[config.mk]
export PLATFORM = sky130hd
export DESIGN_NAME = periph_regbank
export DESIGN_NICKNAME = d
export VERILOG_FILES = /design/src/rtl/prb_pkg.sv /design/src/rtl/prb_decode.sv /design/src/rtl/prb_setclr.sv /design/src/rtl/prb_evstat.sv /design/src/rtl/periph_regbank.sv
export SDC_FILE = /design/constraint.sdc
export NUM_CORES = 1
export LEC_CHECK = 0
export BUFFER_PORTS_ARGS = -buffer_cell sky130_fd_sc_hd__buf_4
export CAP_MARGIN = 5
export CORE_ASPECT_RATIO = 0.8
export CORE_MARGIN = 5
export CORE_UTILIZATION = 40
export DETAILED_ROUTE_END_ITERATION = 12
export GPL_TIMING_DRIVEN = 1
export HOLD_SLACK_MARGIN = 0.06
export PLACE_DENSITY_LB_ADDON = 0.25
export SLEW_MARGIN = 20
export SYNTH_ARGS = -nofsm -noshare
export SYNTH_HDL_FRONTEND = slang
export SYNTH_SLANG_ARGS = --single-unit
[constraint.sdc]
create_clock -name clk -period 1.27 [get_ports clk]
set_input_delay 0.127 -clock clk [delete_from_list [all_inputs] [get_ports clk]]
set_output_delay 0.127 -clock clk [all_outputs]
set_load 0.02 [all_outputs]
[src/rtl/prb_pkg.sv]
package prb_pkg;

  // Word index of each register (byte offset / 4).
  typedef enum logic [3:0] {
    IDX_CMD     = 4'd0,
    IDX_MODE    = 4'd1,
    IDX_CHON    = 4'd2,
    IDX_CHOFF   = 4'd3,
    IDX_CHSTAT  = 4'd4,
    IDX_EVSTAT  = 4'd5,
    IDX_IRQON   = 4'd6,
    IDX_IRQOFF  = 4'd7,
    IDX_IRQMASK = 4'd8
  } reg_idx_e;

  typedef struct packed {
    logic cmd;
    logic mode;
    logic chon;
    logic choff;
    logic irqon;
    logic irqoff;
  } wr_hit_t;

  typedef struct packed {
    logic mode;
    logic chstat;
    logic evstat;
    logic irqmask;
  } rd_hit_t;

endpackage

[src/rtl/prb_decode.sv]
module prb_decode
  import prb_pkg::*;
#(
  parameter int IDX_W = 4
) (
  input  logic             sel_i,
  input  logic             write_i,
  input  logic [IDX_W-1:0] idx_i,
  output wr_hit_t          wr_o,
  output rd_hit_t          rd_o
);

  logic do_wr;
  logic do_rd;

  assign do_wr = sel_i & write_i;
  assign do_rd = sel_i & ~write_i;

  always_comb begin
    wr_o        = '0;
    rd_o        = '0;
    wr_o.cmd    = do_wr && (idx_i == IDX_W'(IDX_CMD));
    wr_o.mode   = do_wr && (idx_i == IDX_W'(IDX_MODE));
    wr_o.chon   = do_wr && (idx_i == IDX_W'(IDX_CHON));
    wr_o.choff  = do_wr && (idx_i == IDX_W'(IDX_CHOFF));
    wr_o.irqon  = do_wr && (idx_i == IDX_W'(IDX_IRQON));
    wr_o.irqoff = do_wr && (idx_i == IDX_W'(IDX_IRQOFF));
    rd_o.mode    = do_rd && (idx_i == IDX_W'(IDX_MODE));
    rd_o.chstat  = do_rd && (idx_i == IDX_W'(IDX_CHSTAT));
    rd_o.evstat  = do_rd && (idx_i == IDX_W'(IDX_EVSTAT));
    rd_o.irqmask = do_rd && (idx_i == IDX_W'(IDX_IRQMASK));
  end

endmodule

[src/rtl/prb_setclr.sv]
module prb_setclr #(
  parameter int W = 8
) (
  input  logic         clk,
  input  logic         rst_n,
  input  logic [W-1:0] set_i,
  input  logic [W-1:0] clr_i,
  output logic [W-1:0] q_o
);

  always_ff @(posedge clk or negedge rst_n) begin
    if (!rst_n) q_o <= '0;
    else        q_o <= (q_o | set_i) & ~clr_i;  // clear has priority
  end

  assert_set_takes_R4: assert property (@(posedge clk) disable iff (!rst_n)
    ((set_i & ~clr_i) != '0) |=> ((q_o & $past(set_i & ~clr_i)) == $past(set_i & ~clr_i)));

  assert_clr_wins_R4: assert property (@(posedge clk) disable iff (!rst_n)
    (clr_i != '0) |=> ((q_o & $past(clr_i)) == '0));

  assert_idle_hold_R5: assert property (@(posedge clk) disable iff (!rst_n)
    ((set_i == '0) && (clr_i == '0)) |=> $stable(q_o));

endmodule

[src/rtl/prb_evstat.sv]
module prb_evstat #(
  parameter int             W      = 8,
  parameter logic [W-1:0]   STICKY = '1
) (
  input  logic         clk,
  input  logic         rst_n,
  input  logic [W-1:0] evt_i,
  input  logic         rd_clr_i,
  output logic [W-1:0] q_o
);

  for (genvar b = 0; b < W; b++) begin : g_bit
    if (STICKY[b]) begin : g_sticky
      always_ff @(posedge clk or negedge rst_n) begin
        if (!rst_n)        q_o[b] <= 1'b0;
        else if (evt_i[b]) q_o[b] <= 1'b1;   // new event beats the read clear
        else if (rd_clr_i) q_o[b] <= 1'b0;
      end
    end else begin : g_level
      always_ff @(posedge clk or negedge rst_n) begin
        if (!rst_n) q_o[b] <= 1'b0;
        else        q_o[b] <= evt_i[b];
      end
    end
  end

  assert_evt_sets_R7: assert property (@(posedge clk) disable iff (!rst_n)
    ((evt_i & STICKY) != '0) |=> ((q_o & $past(evt_i & STICKY)) == $past(evt_i & STICKY)));

  assert_read_clears_R7: assert property (@(posedge clk) disable iff (!rst_n)
    (rd_clr_i && ((evt_i & STICKY) == '0)) |=> ((q_o & STICKY) == '0));

  assert_level_follows_R8: assert property (@(posedge clk) disable iff (!rst_n)
    1'b1 |=> ((q_o & ~STICKY) == ($past(evt_i) & ~STICKY)));

endmodule

[src/rtl/periph_regbank.sv]
module periph_regbank
  import prb_pkg::*;
#(
  parameter int                    DATA_W     = 32,
  parameter int                    ADDR_W     = 6,
  parameter int                    CMD_BITS   = 4,
  parameter int                    MODE_BITS  = 12,
  parameter int                    CHAN_BITS  = 6,
  parameter int                    STAT_BITS  = 8,
  parameter logic [STAT_BITS-1:0]  STICKY_MASK = 8'h0F
) (
  input  logic                 clk,
  input  logic                 rst_n,
  input  logic                 bus_sel,
  input  logic                 bus_write,
  input  logic [ADDR_W-1:0]    bus_addr,
  input  logic [DATA_W-1:0]    bus_wdata,
  output logic [DATA_W-1:0]    bus_rdata,
  input  logic [STAT_BITS-1:0] evt_in,
  output logic [CMD_BITS-1:0]  cmd_pulse,
  output logic [MODE_BITS-1:0] mode_cfg,
  output logic [CHAN_BITS-1:0] chan_on,
  output logic                 irq_out
);

  localparam int IDX_W = ADDR_W - 2;

  wr_hit_t              wr_hit;
  rd_hit_t              rd_hit;
  logic [MODE_BITS-1:0] mode_q;
  logic [CMD_BITS-1:0]  cmd_q;
  logic [STAT_BITS-1:0] mask_q;
  logic [STAT_BITS-1:0] stat_q;
  logic                 unused_bits;

  assign unused_bits = ^{bus_addr[1:0], bus_wdata};

  prb_decode #(.IDX_W(IDX_W)) u_dec (
    .sel_i   (bus_sel),
    .write_i (bus_write),
    .idx_i   (bus_addr[ADDR_W-1:2]),
    .wr_o    (wr_hit),
    .rd_o    (rd_hit)
  );

  // Command register: a write turns into a single-cycle pulse.
  always_ff @(posedge clk or negedge rst_n) begin
    if (!rst_n)          cmd_q <= '0;
    else if (wr_hit.cmd) cmd_q <= bus_wdata[CMD_BITS-1:0];
    else                 cmd_q <= '0;
  end
  assign cmd_pulse = cmd_q;

  // Mode register.
  always_ff @(posedge clk or negedge rst_n) begin
    if (!rst_n)           mode_q <= '0;
    else if (wr_hit.mode) mode_q <= bus_wdata[MODE_BITS-1:0];
  end
  assign mode_cfg = mode_q;

  prb_setclr #(.W(CHAN_BITS)) u_chan (
    .clk   (clk),
    .rst_n (rst_n),
    .set_i ({CHAN_BITS{wr_hit.chon}}  & bus_wdata[CHAN_BITS-1:0]),
    .clr_i ({CHAN_BITS{wr_hit.choff}} & bus_wdata[CHAN_BITS-1:0]),
    .q_o   (chan_on)
  );

  prb_setclr #(.W(STAT_BITS)) u_mask (
    .clk   (clk),
    .rst_n (rst_n),
    .set_i ({STAT_BITS{wr_hit.irqon}}  & bus_wdata[STAT_BITS-1:0]),
    .clr_i ({STAT_BITS{wr_hit.irqoff}} & bus_wdata[STAT_BITS-1:0]),
    .q_o   (mask_q)
  );

  prb_evstat #(.W(STAT_BITS), .STICKY(STICKY_MASK)) u_stat (
    .clk      (clk),
    .rst_n    (rst_n),
    .evt_i    (evt_in),
    .rd_clr_i (rd_hit.evstat),
    .q_o      (stat_q)
  );

  assign irq_out = |(stat_q & mask_q);

  always_comb begin
    bus_rdata = '0;
    unique case (1'b1)
      rd_hit.mode:    bus_rdata = DATA_W'(mode_q);
      rd_hit.chstat:  bus_rdata = DATA_W'(chan_on);
      rd_hit.evstat:  bus_rdata = DATA_W'(stat_q);
      rd_hit.irqmask: bus_rdata = DATA_W'(mask_q);
      default:        bus_rdata = '0;
    endcase
  end

  assert_cmd_one_cycle_R2: assert property (@(posedge clk) disable iff (!rst_n)
    !wr_hit.cmd |=> (cmd_pulse == '0));

  assert_mode_hold_R3: assert property (@(posedge clk) disable iff (!rst_n)
    !wr_hit.mode |=> $stable(mode_cfg));

  assert_irq_source_R6: assert property (@(posedge clk) disable iff (!rst_n)
    irq_out |-> ((mask_q != '0) && (stat_q != '0)));

  assert_idle_read_zero_R9: assert property (@(posedge clk) disable iff (!rst_n)
    !(bus_sel && !bus_write) |-> (bus_rdata == '0));

  assert_one_read_hit_R9: assert property (@(posedge clk) disable iff (!rst_n)
    $onehot0(rd_hit));

endmodule

; Word-level counts from Yosys, hierarchy flattened
; Index checks and enable logic that the tools add are counted.
[word_totals]
register_bits = 38
output_inout_bits = 55
[classes]
n_eq_ne = 8
n_mux = 7
n_bitwise = 14
n_reduce_logical = 16
[ops]
columns = operator, n
row1 = 12-bit one-hot mux with 4 select lines, 1
row2 = 8-bit AND, 4
row3 = 6-bit AND, 3
row4 = "4-bit by 3-bit == test with 1-bit output, second input constant", 4
row5 = 1-bit logical AND, 10
row6 = "4-bit by 2-bit == test with 1-bit output, second input constant", 2
row7 = 8-bit inverter, 1
row8 = 8-bit bitwise OR, 1
row9 = 2-bit nonzero test, 4
row10 = 8-bit OR reduction, 1
row11 = 6-bit inverter, 1
row12 = 6-bit bitwise OR, 1
row13 = 1-bit two-way mux, 5
row14 = "4-bit by 1-bit == test with 1-bit output, second input constant", 1
row15 = "4-bit == test, second input constant", 1
row16 = 4-bit logical NOT, 1
row17 = 4-bit two-way mux, 1
row18 = 1-bit AND, 2
row19 = 1-bit inverter, 1

; Depth between registers and ports, before layout
; Gate-level depths: netlist (run 1).
[logic_depth]
depth_word = 5
ltp_mapped = 5
mapped_depth_nobuf = 3

; Modules after synthesis
; A second synthesis (run 1) with hierarchy kept.
[hier_totals]
hier_cells = 175
area_unflattened_um2 = 1998.2
[modules_own_cells]
columns = module, n_inst, cells_per_inst, area_per_inst_um2, seq_area_each_um2
row1 = periph_regbank, 1, 116, 1138.6, 400.4
row2 = prb_setclr (u_mask), 1, 16, 280.3, 200.2
row3 = prb_evstat, 1, 13, 234.0, 200.2
row4 = prb_setclr (u_chan), 1, 12, 210.2, 150.1
row5 = prb_decode, 1, 18, 135.1, 0.0

; Least setup slack after synthesis (run 1)
; OpenSTA, ideal clock, no wires.
[synth_timing]
kind = input-to-output
start = input port bus_addr[5]
end = output port bus_rdata[6]
arrival_ns = 1.313
slack_ns = -0.170
stages = 4
path_cell_list = or3b_1 buf_2 or2_2 o2bb2ai_1
[synth_between]
elab_chain_len = 3
word_cells_on_any_way = 9
[synth_rtl]
columns = element, line
row1 = start: declaration, periph_regbank.sv:16  ; input logic [ADDR_W-1:0] bus_addr,
row2 = "4-bit == test, or another cell as far along", prb_decode.sv:31  ; rd_o.irqmask = do_rd && (idx_i == IDX_W'(IDX_IRQMASK));
row3 = "1-bit logical AND, on equally long branches", n/a
row4 = 12-bit one-hot mux with 4 select lines (*), periph_regbank.sv:89  ; unique case (1'b1)
row5 = end: declaration, periph_regbank.sv:18  ; output logic [DATA_W-1:0] bus_rdata,
; Every way passes the cells marked *; elsewhere a longest branch is shown, timed or not.

; Worst setup path in the final report (run 1)
[layout_timing]
start = input port bus_write
end = output port bus_rdata[5]
[layout_between]
elab_chain_len = 4
word_cells_on_any_way = 7
[layout_rtl]
columns = element, line
row1 = start: declaration, periph_regbank.sv:15  ; input logic bus_write,
row2 = 1-bit inverter (*), prb_decode.sv:17  ; assign do_rd = sel_i & ~write_i;
row3 = 1-bit AND (*), prb_decode.sv:17
row4 = "1-bit logical AND, on equally long branches", n/a
row5 = 12-bit one-hot mux with 4 select lines (*), periph_regbank.sv:89
; Marked as above.

==> results.toml, run 1 <==
[synthesis]
ys_ff_latch = 38
synth.distinct_cells = 30
synth_cells = 176
synth_area_mm2 = 0.00195
avgSynthCellArea_um2 = 11.1
ys_warn_count = 0
ys_seq_area_frac = 0.487

[cts]
clock_sinks = 38
clockBufferDepth = 2
clock_latency_ns = 0.30
clk_pin_slew_worst_paths_ns = 0.07
cts_htree_levels = 2
cts-root-buf = "clkbuf_8"
cts_tree = "yes"
cts_made_buffers = 5

[die]
start_util = 0.419
fp.dieW_um = 88.1
die_y_um = 72.5
dieArea_mm2 = 0.00638
coreArea_mm2 = 0.00465
ios = 105
fp-row-count = 22

[power_and_ir_drop]
leakagePower_nw = 1.48
vdd.ir_drop.worst_v = 0.000785
power_density_mw_per_mm2 = 1110
power.total_w = 0.00335

[hold_path]
min_delay_worst_endpoint = "mode_cfg[7]"
hold_depth = 2
hp-class = "primary input to flop"
hold_path.startpoint = "bus_wdata[7]"

[global_routing]
grt_max_degree = 39
grt_pass1_vias = 1742
grt_pass1_wl_um = 8740
antenna_found_initial = 0
gr-total-overflow = 0
grtUsageTotal = 0.182

[timing]
period_share = 1.19
fin_worst_skew_ns = 0
rsz0062_at_grt = "yes"
clock.fmax_mhz = 663
timing.final.hold_violations = 0
setup_ws_ns = -0.237
slew_violations = 0
fin_crit_ns = 1.51
setup_viol = 13

[worst_setup_path]
rr_endpoint = "mode_cfg[10]"
path_max_fanout = 5
cp_cell_sequence = "buf_6, or3b_4, nor3_4, buf_6, a221o_1, buf_6"
endpoint_kind = "output pin"
rr_startpoint = "mode_cfg[10]"
critPathLaunchType = "primary input"
critPathMostFrequentCell = "buf_6"
cp_slowest_cell = "or3b_4"
r2r_slack_ns = 0.44
cp_slowest_stage_delay_ns = 0.43
cp.required_ns = 1.14
path_class = "primary input to output pin"
cp.arrival_ns = 1.38
ff2ff_path_depth = 1

[run]
drv_cap = 0

[cells_and_area]
fin_util = 0.647
finalNonFillerCells = 339
fillers = 407
syn2layout_area_growth_pct = 54.4
drive_gt1_frac = 0.462
fin_area_mm2 = 0.00301
num-nets-final = 328
diodes = 0

[run_status]
status = "finished with violations"
failed_checks = "negative setup slack"

[place]
placedCellCount = 311
dp.final_hpwl_um = 3930
portBuffers = 62
pre_cts_ws_ns = -0.335
placed_area_mm2 = 0.00261
gp_congestion = 0.854

[drt]
drtAntennaViolNets = 0
drt_first_pass_iters = 4
drt_iter0_markers = 69
num_vias = 1679
wire_per_inst_um = 16.4
routed_wl_um = 5560
drc_errors = 0
vias_per_cell = 4.95
## sequential cells by signal, summed over array words and instances, names as in the netlist
register    count
mode_cfg       12
u_mask.q_o      8
u_stat.q_o      8
u_chan.q_o      6
cmd_pulse       4
## timing repair
action                                  CTS  global route
pin swaps                                12             2
gates cloned                              0             0
hold endpoints to repair                 51             0
endpoints found under the setup margin   13            13
setup buffers                             4             2
hold buffers                             14             0
gates resized for setup                  27             5
## worst max-delay path: cells and delay by family
kind / cells / cell delay [ns]
AO/OA/AOI/OAI: 1 / 0.18
buffers and inverters: 3 / 0.36
AND/OR/NAND/NOR: 2 / 0.70
## stage by stage
stage	hold WS [ns]	TNS (ns)
finish	0.0796	-2.30
global route	0.0778	-2.90
CTS	0.0739	-2.34
detailed placement	0.126	-4.69
global placement	0.127	-4.15
floorplan	-0.169	-0.751
## per-layer routing
metal,track usage,part of all wire
met5,0,0
met4,0.0621,0.013
met3,0.0431,0.082
met2,0.292,0.48
met1,0.243,0.42
## power by group
group	switching, W	leakage, nW	internal (W)
logic	0.000495	0.971	0.000459
registers	0.000152	0.457	0.00138
clock network	0.000425	0.0482	0.000438
total	0.00107	1.48	0.00228
## cell type report
type | count | area, um^2 | share of cell area
Timing Repair Buffer | 107 | 915 | 0.304
Inverter | 7 | 26.3 | 0.00872
Tap cell | 60 | 75.1 | 0.0249
Sequential cell | 38 | 951 | 0.316
Clock buffer | 7 | 86.3 | 0.0287
Multi-Input combinational cell | 119 | 953 | 0.317
Clock inverter | 1 | 5.00 | 0.00166
## how the worst max path moves through the flow
stage,startpoint,endpoint,slack [ns],cells past startpoint
global placement,bus_addr[5],bus_rdata[1],-0.30,6
detailed placement,bus_addr[5],bus_rdata[1],-0.33,6
finish,bus_write,bus_rdata[5],-0.24,6
floorplan,bus_addr[5],bus_rdata[0],-0.08,4
global route,u_stat.q_o[1],bus_rdata[1],-0.31,4
CTS,u_stat.q_o[1],bus_rdata[1],-0.24,4
## cells by family after synthesis
kind of cell,synth area share
AO/OA/AOI/OAI,0.122
buffers and inverters,0.115
flip-flops,0.487
multiplexers,0.141
other,0.00192
AND/OR/NAND/NOR,0.133
## layout by cell type (no fill, tap or decap), types with 4 or more instances in the layout
cell,instances
and2_4,4
a21o_1,4
dfrtp_1,38
nor3_1,5
conb_1,20
dlygate4sd3_1,14
and2_1,4
o21ai_0,8
mux2_2,10
a221o_1,6
clkbuf_8,6
mux2i_1,12
buf_6,17
inv_1,7
buf_4,75
o31ai_1,8
nand3_1,14
## Yosys cell counts
| master | count | area [um^2] |
|---|---|---|
| dfrtp_1 | 38 | 951 |
| or3_4 | 1 | 11.3 |
| buf_4 | 20 | 150 |
| and3_1 | 1 | 6.26 |
| mux2_1 | 2 | 22.5 |
| nand3b_1 | 1 | 7.51 |
| and2_1 | 8 | 50.1 |
| mux2_2 | 10 | 113 |
| buf_2 | 5 | 25.0 |
| o31ai_1 | 8 | 60.1 |
| buf_1 | 1 | 3.75 |
| nand3_1 | 14 | 70.1 |
| o21ai_0 | 8 | 40.0 |
| and4bb_2 | 1 | 12.5 |
| a21o_1 | 4 | 30.0 |
| a221o_1 | 6 | 60.1 |
| conb_1 | 1 | 3.75 |
| a22oi_1 | 4 | 30.0 |
| nor4_1 | 1 | 6.26 |
| inv_1 | 7 | 26.3 |
| nor3_1 | 6 | 30.0 |
| nand4_1 | 1 | 6.26 |
| nor3_4 | 1 | 16.3 |
| nand2b_1 | 3 | 18.8 |
| mux2i_1 | 14 | 140 |
| or3b_1 | 1 | 8.76 |
| nor4b_1 | 1 | 8.76 |
| o2bb2ai_1 | 2 | 17.5 |
| or2_2 | 1 | 6.26 |
| clkbuf_1 | 5 | 18.8 |
No activity file was read; power rests on OpenSTA's default activity.
==> run 2: changes to the inputs <==
- CORE_UTILIZATION: 40 -> 41
- SYNTH_HIERARCHICAL: not set -> 1
==> run 2 against run 1 <==
Largest cell class unchanged. Via count is 2.5% lower. The flow still finishes with violations (negative setup slack). Total power shrank 2.7%. Non-clock buffer count fell by 9. Worst setup slack better by 0.073 ns. Critical path type unchanged. Largest power group unchanged. Hold slack got worse by 0.0018 ns. Global-route usage decreased by 2.2 points. Highest routed layer unchanged. Combinational power is 9.3% lower.
==> results.toml, run 2 <==
[run_status]
status = "finished with violations"
failed_checks = "negative setup slack"

[cells_and_area]
syn2layout_area_growth_pct = 49.6
final_common_cell = "buf_4"
fillers = 385
largest_reg_flops = 12
drive_gt1_frac = 0.457
layout_common_cells = "67 x buf_4, 38 x dfrtp_1, 32 x and2_1"
diodes = 0
num-nets-final = 325

[synthesis]
synth_largest_area_cell = "dfrtp_1"
synth.most_common_cell = "dfrtp_1"
avgSynthCellArea_um2 = 11.4
synthArstFlopShare = 1.00
synth_common_cells = "38 x dfrtp_1, 36 x and2_1, 20 x buf_4"
synth-edff-count = 0
ys_ff_latch = 38
synth.distinct_cells = 25
ys_warn_count = 6
synth_area_mm2 = 0.00200
synthTopCellsByArea = "dfrtp_1 48%, and2_1 11%, buf_4 7.5%"
ys_seq_area_frac = 0.476
synth_cells = 175
synth_top_area_share = 0.476
synth_flop_cell = "dfrtp_1"

[timing]
timing.final.hold_violations = 0
fin_crit_ns = 1.43
setup_ws_ns = -0.164
slew_violations = 0
hold_slack_ns = 0.0777
clock.fmax_mhz = 697
setup_viol = 12
period_share = 1.13
rsz0062_at_grt = "yes"
fin_worst_skew_ns = 0

[cts]
cts-root-buf = "clkbuf_8"
cts_htree_levels = 2
cts_made_buffers = 5
cts_tree = "yes"
clk_pin_slew_worst_paths_ns = 0.07
clockBufferDepth = 2
clock_latency_ns = 0.29
clock_sinks = 38

[die]
dieArea_mm2 = 0.00638
fp-row-count = 22
coreArea_mm2 = 0.00465
ios = 105
fp.dieW_um = 88.1
die_y_um = 72.4
start_util = 0.430

[worst_setup_path]
endpoint_kind = "output pin"
cp_num_buf_inv = 5
path_max_fanout = 8
cp_slowest_stage_delay_ns = 0.37
cp.required_ns = 1.14
cp.arrival_ns = 1.31
cp_cell_sequence = "buf_6, buf_6, or2b_1, nor4_2, buf_4, a222oi_1, inv_1, buf_6"
rr_endpoint = "u_chan/q_o[3]"
crit_family = "buffers and inverters"
critPathMostFrequentCell = "buf_6"
ff2ff_path_depth = 2
r2r_slack_ns = 0.46
path_class = "primary input to output pin"
cp_slowest_cell = "a222oi_1"
rr_startpoint = "u_chan/q_o[3]"
critPathLaunchType = "primary input"

[power_and_ir_drop]
p_int_w = 0.00225
power_density_mw_per_mm2 = 1090
pwr-share-seq = 0.471
switching_power_w = 0.00100
p_comb_frac = 0.266
vdd.ir_drop.worst_v = 0.000711
leakagePower_nw = 1.49
switching_share = 0.308
clkPwrFrac = 0.263

[place]
portBuffers = 62
gp_congestion = 0.771
dp.final_hpwl_um = 3680
pre_cts_ws_ns = -0.269

[run]
drv_cap = 0

[drt]
num_vias = 1637
drt_iter0_markers = 78
wire_per_inst_um = 15.7
drc_errors = 0
drt_first_pass_iters = 4
routed_wl_um = 5290
drtAntennaViolNets = 0
vias_per_cell = 4.87

[global_routing]
grt_pass1_vias = 1546
grtUsageTotal = 0.160
grt_pass1_wl_um = 7740
antenna_found_initial = 0
gr-total-overflow = 0
grt_max_degree = 39

[hold_path]
min_delay_worst_endpoint = "cmd_pulse[1]"
hp-class = "primary input to flop"
hold_path.startpoint = "bus_wdata[1]"
hold_depth = 2
## run 2: cell count changes after synthesis, sizes merged, moves of 6 or more
cell | previous run | this run
and2 | 8 | 36
mux2i | 14 | 0
o21ba | 0 | 14
nand3 | 14 | 1
a22oi | 4 | 16
o21ai | 8 | 0
o31ai | 8 | 0
nand2 | 0 | 7
a221o | 6 | 0
## run 2: worst max-delay path by stage
stage                             start       endpoint  slack, ns  cells past startpoint
final                       bus_addr[5]   bus_rdata[7]      -0.16                      8
after global routing        bus_addr[5]   bus_rdata[1]      -0.21                      8
after CTS                 u_mask/q_o[7]   bus_rdata[7]      -0.14                      3
after detailed placement    bus_addr[5]  u_mask/q_o[1]      -0.27                      6
after global placement      bus_addr[5]  u_mask/q_o[7]      -0.21                      6
after floorplan             bus_addr[5]    mode_cfg[0]      0.003                      4
## run 2: metrics by stage
step	total power, W	cells	area (um^2)	util	setup TNS, ns
floorplan	0.00198	194	2080	-	0
global placement	0.00233	311	2590	0.556	-4.61
detailed placement	0.00234	311	2590	0.556	-5.14
CTS	0.00328	332	2890	0.622	-0.672
global route	0.00344	336	2990	0.643	-1.64
finish	0.00325	336	2990	0.643	-0.929
## run 2: power by group through the flow
stage | clock, W | sequential [W] | combinational [W]
2_1_floorplan | 0 | 0.00165 | 0.000331
3_3_place_gp | 0 | 0.00154 | 0.000790
3_5_place_dp | 0 | 0.00154 | 0.000803
4_1_cts | 0.000890 | 0.00153 | 0.000859
5_1_grt | 0.000961 | 0.00156 | 0.000924
6_report | 0.000855 | 0.00153 | 0.000865
## run 2: kinds of logic (layout without fill, tap and decap cells)
group,after synthesis,count (layout),share of synthesized area
and+or+nand+nor,60,60,0.193
DFF,38,38,0.476
AOI/OAI and AO/OA,36,36,0.155
buffers and inverters,28,110,0.0989
muxes,12,12,0.0751
other,1,20,0.00188
## run 2: area by class of cell
cell class,instances,area [um^2],share of cell area
Clock buffer,7,86.3,0.0289
Clock inverter,1,5.00,0.00167
Inverter,4,15.0,0.00502
Multi-Input combinational cell,128,998,0.334
Sequential cell,38,951,0.318
Tap cell,60,75.1,0.0251
Timing Repair Buffer,98,858,0.287
## run 2: what timing repair did
action / 4_1_cts / 5_1_grt
endpoints found under the hold margin: 49 / 1
pin swaps: 7 / 7
gates cloned: 0 / 1
resized for setup: 18 / 13
setup buffers: 1 / 2
hold buffers: 12 / 1
setup endpoints to repair: 13 / 21
## run 2: metal layers
layer,vias to the layer above,share of wire,track usage,wire length [um]
met5,-,0,0,0
li1,763,-,-,-
met2,69,0.45,0.235,2400
met4,0,0.0087,0.0453,46
met3,6,0.097,0.0636,513
met1,799,0.44,0.220,2330
